File: src/rtl/crcsr_pkg.sv
package crcsr_pkg;
    localparam int GA_W   = 5;
    localparam int ADDR_W = 24;
    localparam int OFF_W  = ADDR_W - GA_W;
    localparam int DATA_W = 8;

    localparam logic [5:0]       AM_CFG     = 6'h2F;
    localparam logic [OFF_W-1:0] OFF_SET    = 19'h7fffb;
    localparam logic [OFF_W-1:0] OFF_CLR    = 19'h7fff7;
    localparam logic [OFF_W-1:0] OFF_VECTOR = 19'h7ff5f;
    localparam logic [OFF_W-1:0] OFF_LEVEL  = 19'h7ff5b;
    localparam logic [OFF_W-1:0] ROM_LAST   = 19'h00fff;

    localparam int BIT_RST = 7;
    localparam int BIT_EN  = 4;

    typedef enum logic [1:0] {
        ST_IDLE    = 2'd0,
        ST_RD_RESP = 2'd1,
        ST_WR_RESP = 2'd2,
        ST_MISS    = 2'd3
    } acc_state_t;
endpackage

File: src/rtl/crcsr_geo.sv
module crcsr_geo
    import crcsr_pkg::*;
(
    input  logic [GA_W-1:0] slot_ga,
    input  logic            slot_gap,
    output logic            code_ok,
    output logic [GA_W-1:0] base
);
    localparam logic [GA_W-1:0] ALL_ONES = '1;

    logic parity_odd;

    always_comb begin
        parity_odd = ^{slot_ga, slot_gap};
        code_ok    = parity_odd && (slot_ga != ALL_ONES) && (slot_ga != '0);
        base       = code_ok ? slot_ga : '0;
    end
endmodule

File: src/rtl/crcsr_rom.sv
module crcsr_rom
    import crcsr_pkg::*;
#(
    parameter logic [DATA_W-1:0] ROM_SEED   = 8'hA5,
    parameter bit                ROM_SIG_EN = 1'b1
) (
    input  logic [OFF_W-1:0]  off,
    output logic [DATA_W-1:0] byte_o
);
    logic [DATA_W-1:0] pattern;

    always_comb begin
        pattern = (off[1:0] == 2'b11) ? (off[9:2] ^ ROM_SEED) : '0;
    end

    generate
        if (ROM_SIG_EN) begin : g_sig
            always_comb begin
                if (off == 19'h0001f)      byte_o = 8'h43;
                else if (off == 19'h00023) byte_o = 8'h52;
                else                       byte_o = pattern;
            end
        end else begin : g_nosig
            always_comb byte_o = pattern;
        end
    endgenerate
endmodule

File: src/rtl/crcsr_regs.sv
module crcsr_regs
    import crcsr_pkg::*;
(
    input  logic              clk,
    input  logic              rst_n,
    input  logic              wr_hit,
    input  logic              rd_hit,
    input  logic [OFF_W-1:0]  off,
    input  logic [DATA_W-1:0] wdata,
    input  logic [DATA_W-1:0] rom_byte,
    output logic [DATA_W-1:0] rdata_q,
    output logic              en_bit,
    output logic              rst_bit,
    output logic [DATA_W-1:0] level_q,
    output logic [DATA_W-1:0] vector_q
);
    logic [DATA_W-1:0] ctrl_view;
    logic [DATA_W-1:0] rd_mux;
    logic              is_set;
    logic              is_clr;

    always_comb begin
        is_set    = (off == OFF_SET);
        is_clr    = (off == OFF_CLR);
        ctrl_view = '0;
        ctrl_view[BIT_RST] = rst_bit;
        ctrl_view[BIT_EN]  = en_bit;
        if (off <= ROM_LAST)           rd_mux = rom_byte;
        else if (is_set || is_clr)     rd_mux = ctrl_view;
        else if (off == OFF_VECTOR)    rd_mux = vector_q;
        else if (off == OFF_LEVEL)     rd_mux = level_q;
        else                           rd_mux = '0;
    end

    always_ff @(posedge clk) begin
        if (!rst_n) begin
            en_bit   <= 1'b0;
            rst_bit  <= 1'b0;
            level_q  <= '0;
            vector_q <= '0;
            rdata_q  <= '0;
        end else begin
            if (wr_hit) begin
                rst_bit <= is_set && wdata[BIT_RST];
                if (is_set && wdata[BIT_EN]) en_bit <= 1'b1;
                else if (is_clr && wdata[BIT_EN]) en_bit <= 1'b0;
                if (off == OFF_VECTOR) vector_q <= wdata;
                if (off == OFF_LEVEL)  level_q  <= wdata;
            end
            if (rd_hit) rdata_q <= rd_mux;
            else        rdata_q <= '0;
        end
    end
endmodule

File: src/rtl/crcsr_fsm.sv
module crcsr_fsm
    import crcsr_pkg::*;
(
    input  logic clk,
    input  logic rst_n,
    input  logic req,
    input  logic we,
    input  logic hit,
    output logic rsp_valid,
    output logic rsp_ack
);
    acc_state_t state_q, state_d;

    always_comb begin
        state_d = ST_IDLE;
        if (req) begin
            if (!hit)    state_d = ST_MISS;
            else if (we) state_d = ST_WR_RESP;
            else         state_d = ST_RD_RESP;
        end
    end

    always_ff @(posedge clk) begin
        if (!rst_n) state_q <= ST_IDLE;
        else        state_q <= state_d;
    end

    always_comb begin
        unique case (state_q)
            ST_IDLE:    begin rsp_valid = 1'b0; rsp_ack = 1'b0; end
            ST_RD_RESP: begin rsp_valid = 1'b1; rsp_ack = 1'b1; end
            ST_WR_RESP: begin rsp_valid = 1'b1; rsp_ack = 1'b1; end
            ST_MISS:    begin rsp_valid = 1'b1; rsp_ack = 1'b0; end
            default:    begin rsp_valid = 1'b0; rsp_ack = 1'b0; end
        endcase
    end
endmodule

File: src/rtl/crcsr_space.sv
module crcsr_space
    import crcsr_pkg::*;
#(
    parameter logic [DATA_W-1:0] ROM_SEED = 8'hA5
) (
    input  logic              clk,
    input  logic              rst_n,
    input  logic [GA_W-1:0]   slot_ga,
    input  logic              slot_gap,
    input  logic              req,
    input  logic              we,
    input  logic [5:0]        am,
    input  logic [ADDR_W-1:0] addr,
    input  logic [DATA_W-1:0] wdata,
    output logic              rsp_valid,
    output logic              rsp_ack,
    output logic [DATA_W-1:0] rdata,
    output logic              base_ok,
    output logic [GA_W-1:0]   base_addr,
    output logic              module_en,
    output logic              local_rst,
    output logic [DATA_W-1:0] irq_level,
    output logic [DATA_W-1:0] irq_vector
);
    logic              hit;
    logic [OFF_W-1:0]  off;
    logic [DATA_W-1:0] rom_byte;
    logic              en_bit;

    crcsr_geo u_geo (
        .slot_ga  (slot_ga),
        .slot_gap (slot_gap),
        .code_ok  (base_ok),
        .base     (base_addr)
    );

    always_comb begin
        off = addr[OFF_W-1:0];
        hit = (am == AM_CFG) && base_ok && (addr[ADDR_W-1:OFF_W] == base_addr);
    end

    crcsr_rom #(.ROM_SEED(ROM_SEED), .ROM_SIG_EN(1'b1)) u_rom (
        .off    (off),
        .byte_o (rom_byte)
    );

    crcsr_regs u_regs (
        .clk      (clk),
        .rst_n    (rst_n),
        .wr_hit   (req && hit && we),
        .rd_hit   (req && hit && !we),
        .off      (off),
        .wdata    (wdata),
        .rom_byte (rom_byte),
        .rdata_q  (rdata),
        .en_bit   (en_bit),
        .rst_bit  (local_rst),
        .level_q  (irq_level),
        .vector_q (irq_vector)
    );

    crcsr_fsm u_fsm (
        .clk       (clk),
        .rst_n     (rst_n),
        .req       (req),
        .we        (we),
        .hit       (hit),
        .rsp_valid (rsp_valid),
        .rsp_ack   (rsp_ack)
    );

    assign module_en = en_bit && base_ok;
endmodule

File: config.mk
export PLATFORM = sky130hd
export DESIGN_NAME = crcsr_space
export DESIGN_NICKNAME = d
export VERILOG_FILES = /design/src/rtl/crcsr_pkg.sv /design/src/rtl/crcsr_geo.sv /design/src/rtl/crcsr_rom.sv /design/src/rtl/crcsr_regs.sv /design/src/rtl/crcsr_fsm.sv /design/src/rtl/crcsr_space.sv
export SDC_FILE = /design/constraint.sdc
export NUM_CORES = 1
export LEC_CHECK = 0
export ABC_CLOCK_PERIOD_IN_PS = 1900
export BUFFER_PORTS_ARGS = -buffer_cell sky130_fd_sc_hd__buf_2
export CORE_AREA = 2 2 68 70
export DETAILED_ROUTE_END_ITERATION = 8
export DIE_AREA = 0 0 70 72
export PLACE_DENSITY = 0.72
export SYNTH_ARGS = -nofsm -noshare
export SYNTH_HDL_FRONTEND = slang
export SYNTH_SLANG_ARGS = --single-unit
export TNS_END_PERCENT = 1
File: constraint.sdc
create_clock -name clk -period 1.9 [get_ports clk]
set_input_delay 0.38 -clock clk [delete_from_list [all_inputs] [get_ports clk]]
set_output_delay 0.38 -clock clk [all_outputs]
set_load 0.02 [all_outputs]
==> key figures <==
STA
  – Worst Setup Slack, final: -89.1 ps
  – Final setup viols: 8
  – Max Slew Vio Count: 0
  – Tmin final: 1990 ps
  – Slew @ Worst Pin: 537 ps
  – RSZ-0062 raised after global routing: yes
  – Maximum clock rate: 503 MHz
  – Max_slew headroom: 0.637
  – WHS: 311 ps
  – Clock skew: 0.856 ps
  – Hold Violations, Final: 0
  – Fin crit share: 1.05

Worst hold path
  – Min-Delay Path Class: primary input to flip-flop
  – Hold_sp: we

Layout
  – Post-layout util: 0.629
  – Final layout net count: 362
  – Layout Cells excl Fill: 364
  – Register area: 561 sq um
  – Antenna Cells: 0
  – Fillers: 361
  – P&R area growth vs syn: 55.5%
  – Design area: 2680 sq um
  – Multi-input logic area: 1180 sq um
  – Share of cells above drive strength 1: 0.487

Setup path
  – Slowest-stage cell, CP: a221oi_2
  – Reg2Reg Capture Point: u_regs.rdata_q[4]
  – CP Buf/Inv Count: 3
  – Worst setup EP type: output pin
  – Req. time, crit path: 1520 ps
  – Number of cells on the critical path: 8
  – Crit Path Category: primary input to output pin
  – Register-to-register setup slack: 1000 ps
  – CP peak stage delay: 240 ps
  – Worst r2r path cells: 2
  – Critical-path cell list: buf_8 > buf_8 > xnor2_4 > a221oi_2 > o21a_1 > nand2_4 > and2_4 > buf_6
  – Critical path startpoint: slot_gap
  – Largest fanout on the critical path: 7
  – Arrival time at the worst endpoint: 1610 ps
  – Critical Path Source Type: primary input
  – Reg2Reg Launch Point: u_regs.level_q[4]
  – Critical Path Most Common Cell: buf_8
  – Worst path top cell family by delay: compound AO/OA/AOI/OAI gates
  – CP endpoint: base_addr[3]

Clock tree
  – Clk buf depth: 2
  – Cts bufs inserted: 3
  – CTS hold repair buffers: 0
  – Clock slew at reported path FFs: 90 ps
  – CTS sink cnt: 28
  – TritonCTS clock tree: yes
  – Latest clock arrival within the worst-skew pair: 270 ps
  – CTS H-tree lvls: 1
  – Root Driver: clkbuf_8

GRT
  – Overall Global Routing Usage: 0.212
  – Initial antenna violation count: 0
  – Largest net degree at the start of global routing: 16
  – First-pass GRT wire length: 8760 um
  – Vias in the first global route: 1,912
  – Grt total ovfl: 0

Flow run
  – # Max-Cap Violations: 0

Placed design
  – Number of port buffers: 81
  – RD Place Congestion: 0.821
  – Placed Instances: 355
  – DP Wirelength: 4020 um
  – Post-place instance area: 2400 sq um

Pwr
  – Peak supply drop: 533 uV
  – Total power draw: 1.36 mW
  – P per Cell Area: 505 nW/um^2
  – Static Leak: 1.34 nW

Synth
  – Mapped Cells: 198
  – Synth warn: 0
  – Asr flop ratio synth: 0
  – Number of distinct library cells after synthesis: 46
  – Most common flop cell mapped by yosys: dfxtp_1
  – Number of flops mapped to enable cells by yosys: 0
  – Sequential-to-total area share from yosys stat: 0.325
  – Syn_nets: 247
  – Synthesized area: 1720 sq um
  – FF+latch count, synth: 28
  – Avg Cell Area, Syn: 8.71 sq um

Drt
  – DRT Wirelength: 5380 um
  – DR iter-0 viols: 132
  – Pre-antenna DRT Iters: 5
  – DR DRC count: 0
  – ANT nets after route: 0
  – Via count: 1,918
  – Via/cell ratio: 5.27
  – WL/cell: 14.8 um

Floorplan
  – Chip Height: 72 um
  – Initial Utilization: 0.404
  – Row count: 24
  – Die width: 70 um
  – DIE AREA: 5040 sq um
  – Top-Level Pins: 82
  – Area of the core: 4260 sq um

Run status
  – Failing checks: negative setup slack
  – Outcome: finished with violations
==> synth_stat cells (all sizes together) (6+ instances only) <==
library cell / count / area [sq um]
nand2: 37 / 141
dfxtp: 28 / 561
mux2i: 17 / 170
and2: 10 / 65.1
nor2: 10 / 37.5
xor2: 10 / 106
inv: 8 / 30.0
a21oi: 7 / 35.0
a222oi: 7 / 70.1
buf: 7 / 40.0
nand3: 6 / 42.5
==> per-layer routing <==
layer	global-route usage	wire, um	up-vias
met2	0.390	2760	66
li1	-	-	939
met4	0.0363	31	0
met1	0.251	2230	909
met5	0	0	-
met3	0.0597	361	4
==> layout make-up <==
| type | count | share of cell area |
|---|---|---|
| inverter | 8 | 0.0112 |
| timing repair buffer | 120 | 0.293 |
| sequential | 28 | 0.209 |
| multi-input combinational | 152 | 0.442 |
| tap | 52 | 0.0243 |
| clock buffer | 4 | 0.0205 |
==> per-stage QoR <==
stage	setup TNS (ps)	setup slack [ps]
after global routing	-1620	-132
after CTS	-379	-59.4
after global placement	-6600	-254
after floorplan	-2710	-126
after detailed placement	-7500	-306
final	-547	-89.1
==> sequential cells by signal (all words and copies together), names as in the netlist <==
register         cells
u_regs.level_q       8
u_regs.rst_bit       1
u_regs.en_bit        1
u_regs.vector_q      8
u_regs.rdata_q       8
u_fsm.state_q        2
==> worst min-delay path by stage <==
stage / end / slack, ps / depth (start not counted)
6_report: u_fsm.state_q[0] / 310 / 2
5_1_grt: u_fsm.state_q[0] / 310 / 2
4_1_cts: u_fsm.state_q[0] / 310 / 2
3_5_place_dp: u_regs.rst_bit / 470 / 2
3_3_place_gp: u_regs.rdata_q[4] / 460 / 2
2_1_floorplan: u_regs.rdata_q[4] / 440 / 2
==> where the power goes <==
| part | leakage [nW] | switching, mW | internal, mW |
|---|---|---|---|
| Combinational | 1.08 | 0.196 | 0.203 |
| Clock | 0.0288 | 0.181 | 0.186 |
| Sequential | 0.226 | 0.000481 | 0.589 |
==> cell usage in the layout, fill, tap and decap left out, types with 2 or more instances in the layout <==
cell type  count
dfxtp_1       28
nor4b_2        2
nor4_1         4
nand3_1        5
and4b_1        2
and2_1         3
and2_4         7
nor2_1        10
buf_6         10
xor2_1         6
mux2i_1       17
a31o_2         2
a222oi_1       7
buf_4         37
buf_2         70
clkbuf_8       4
nor3_1         4
nand4_1        4
buf_8          3
nand2_1       36
a21oi_1        7
inv_1          8
xor2_2         3
nor4b_1        2
nand2b_1       2
==> repair_timing <==
item	4_1_cts	5_1_grt
pin swaps	11	6
setup buffers	5	0
gates cloned	0	0
endpoints found under the setup margin	8	33
gates resized for setup	39	7
==> kinds of logic (layout without fill, tap and decap cells) <==
logic type	Yosys count	after routing	synth area share
multiplexers	17	17	0.0987
buffers and inverters	18	132	0.0472
AND/OR/NAND/NOR	96	96	0.317
XOR/XNOR	13	13	0.0856
AO/OA/AOI/OAI	25	25	0.119
adder cells (fa/ha/maj)	1	1	0.00726
flip-flops	28	28	0.325
No activity file was read; power rests on OpenSTA's default activity.
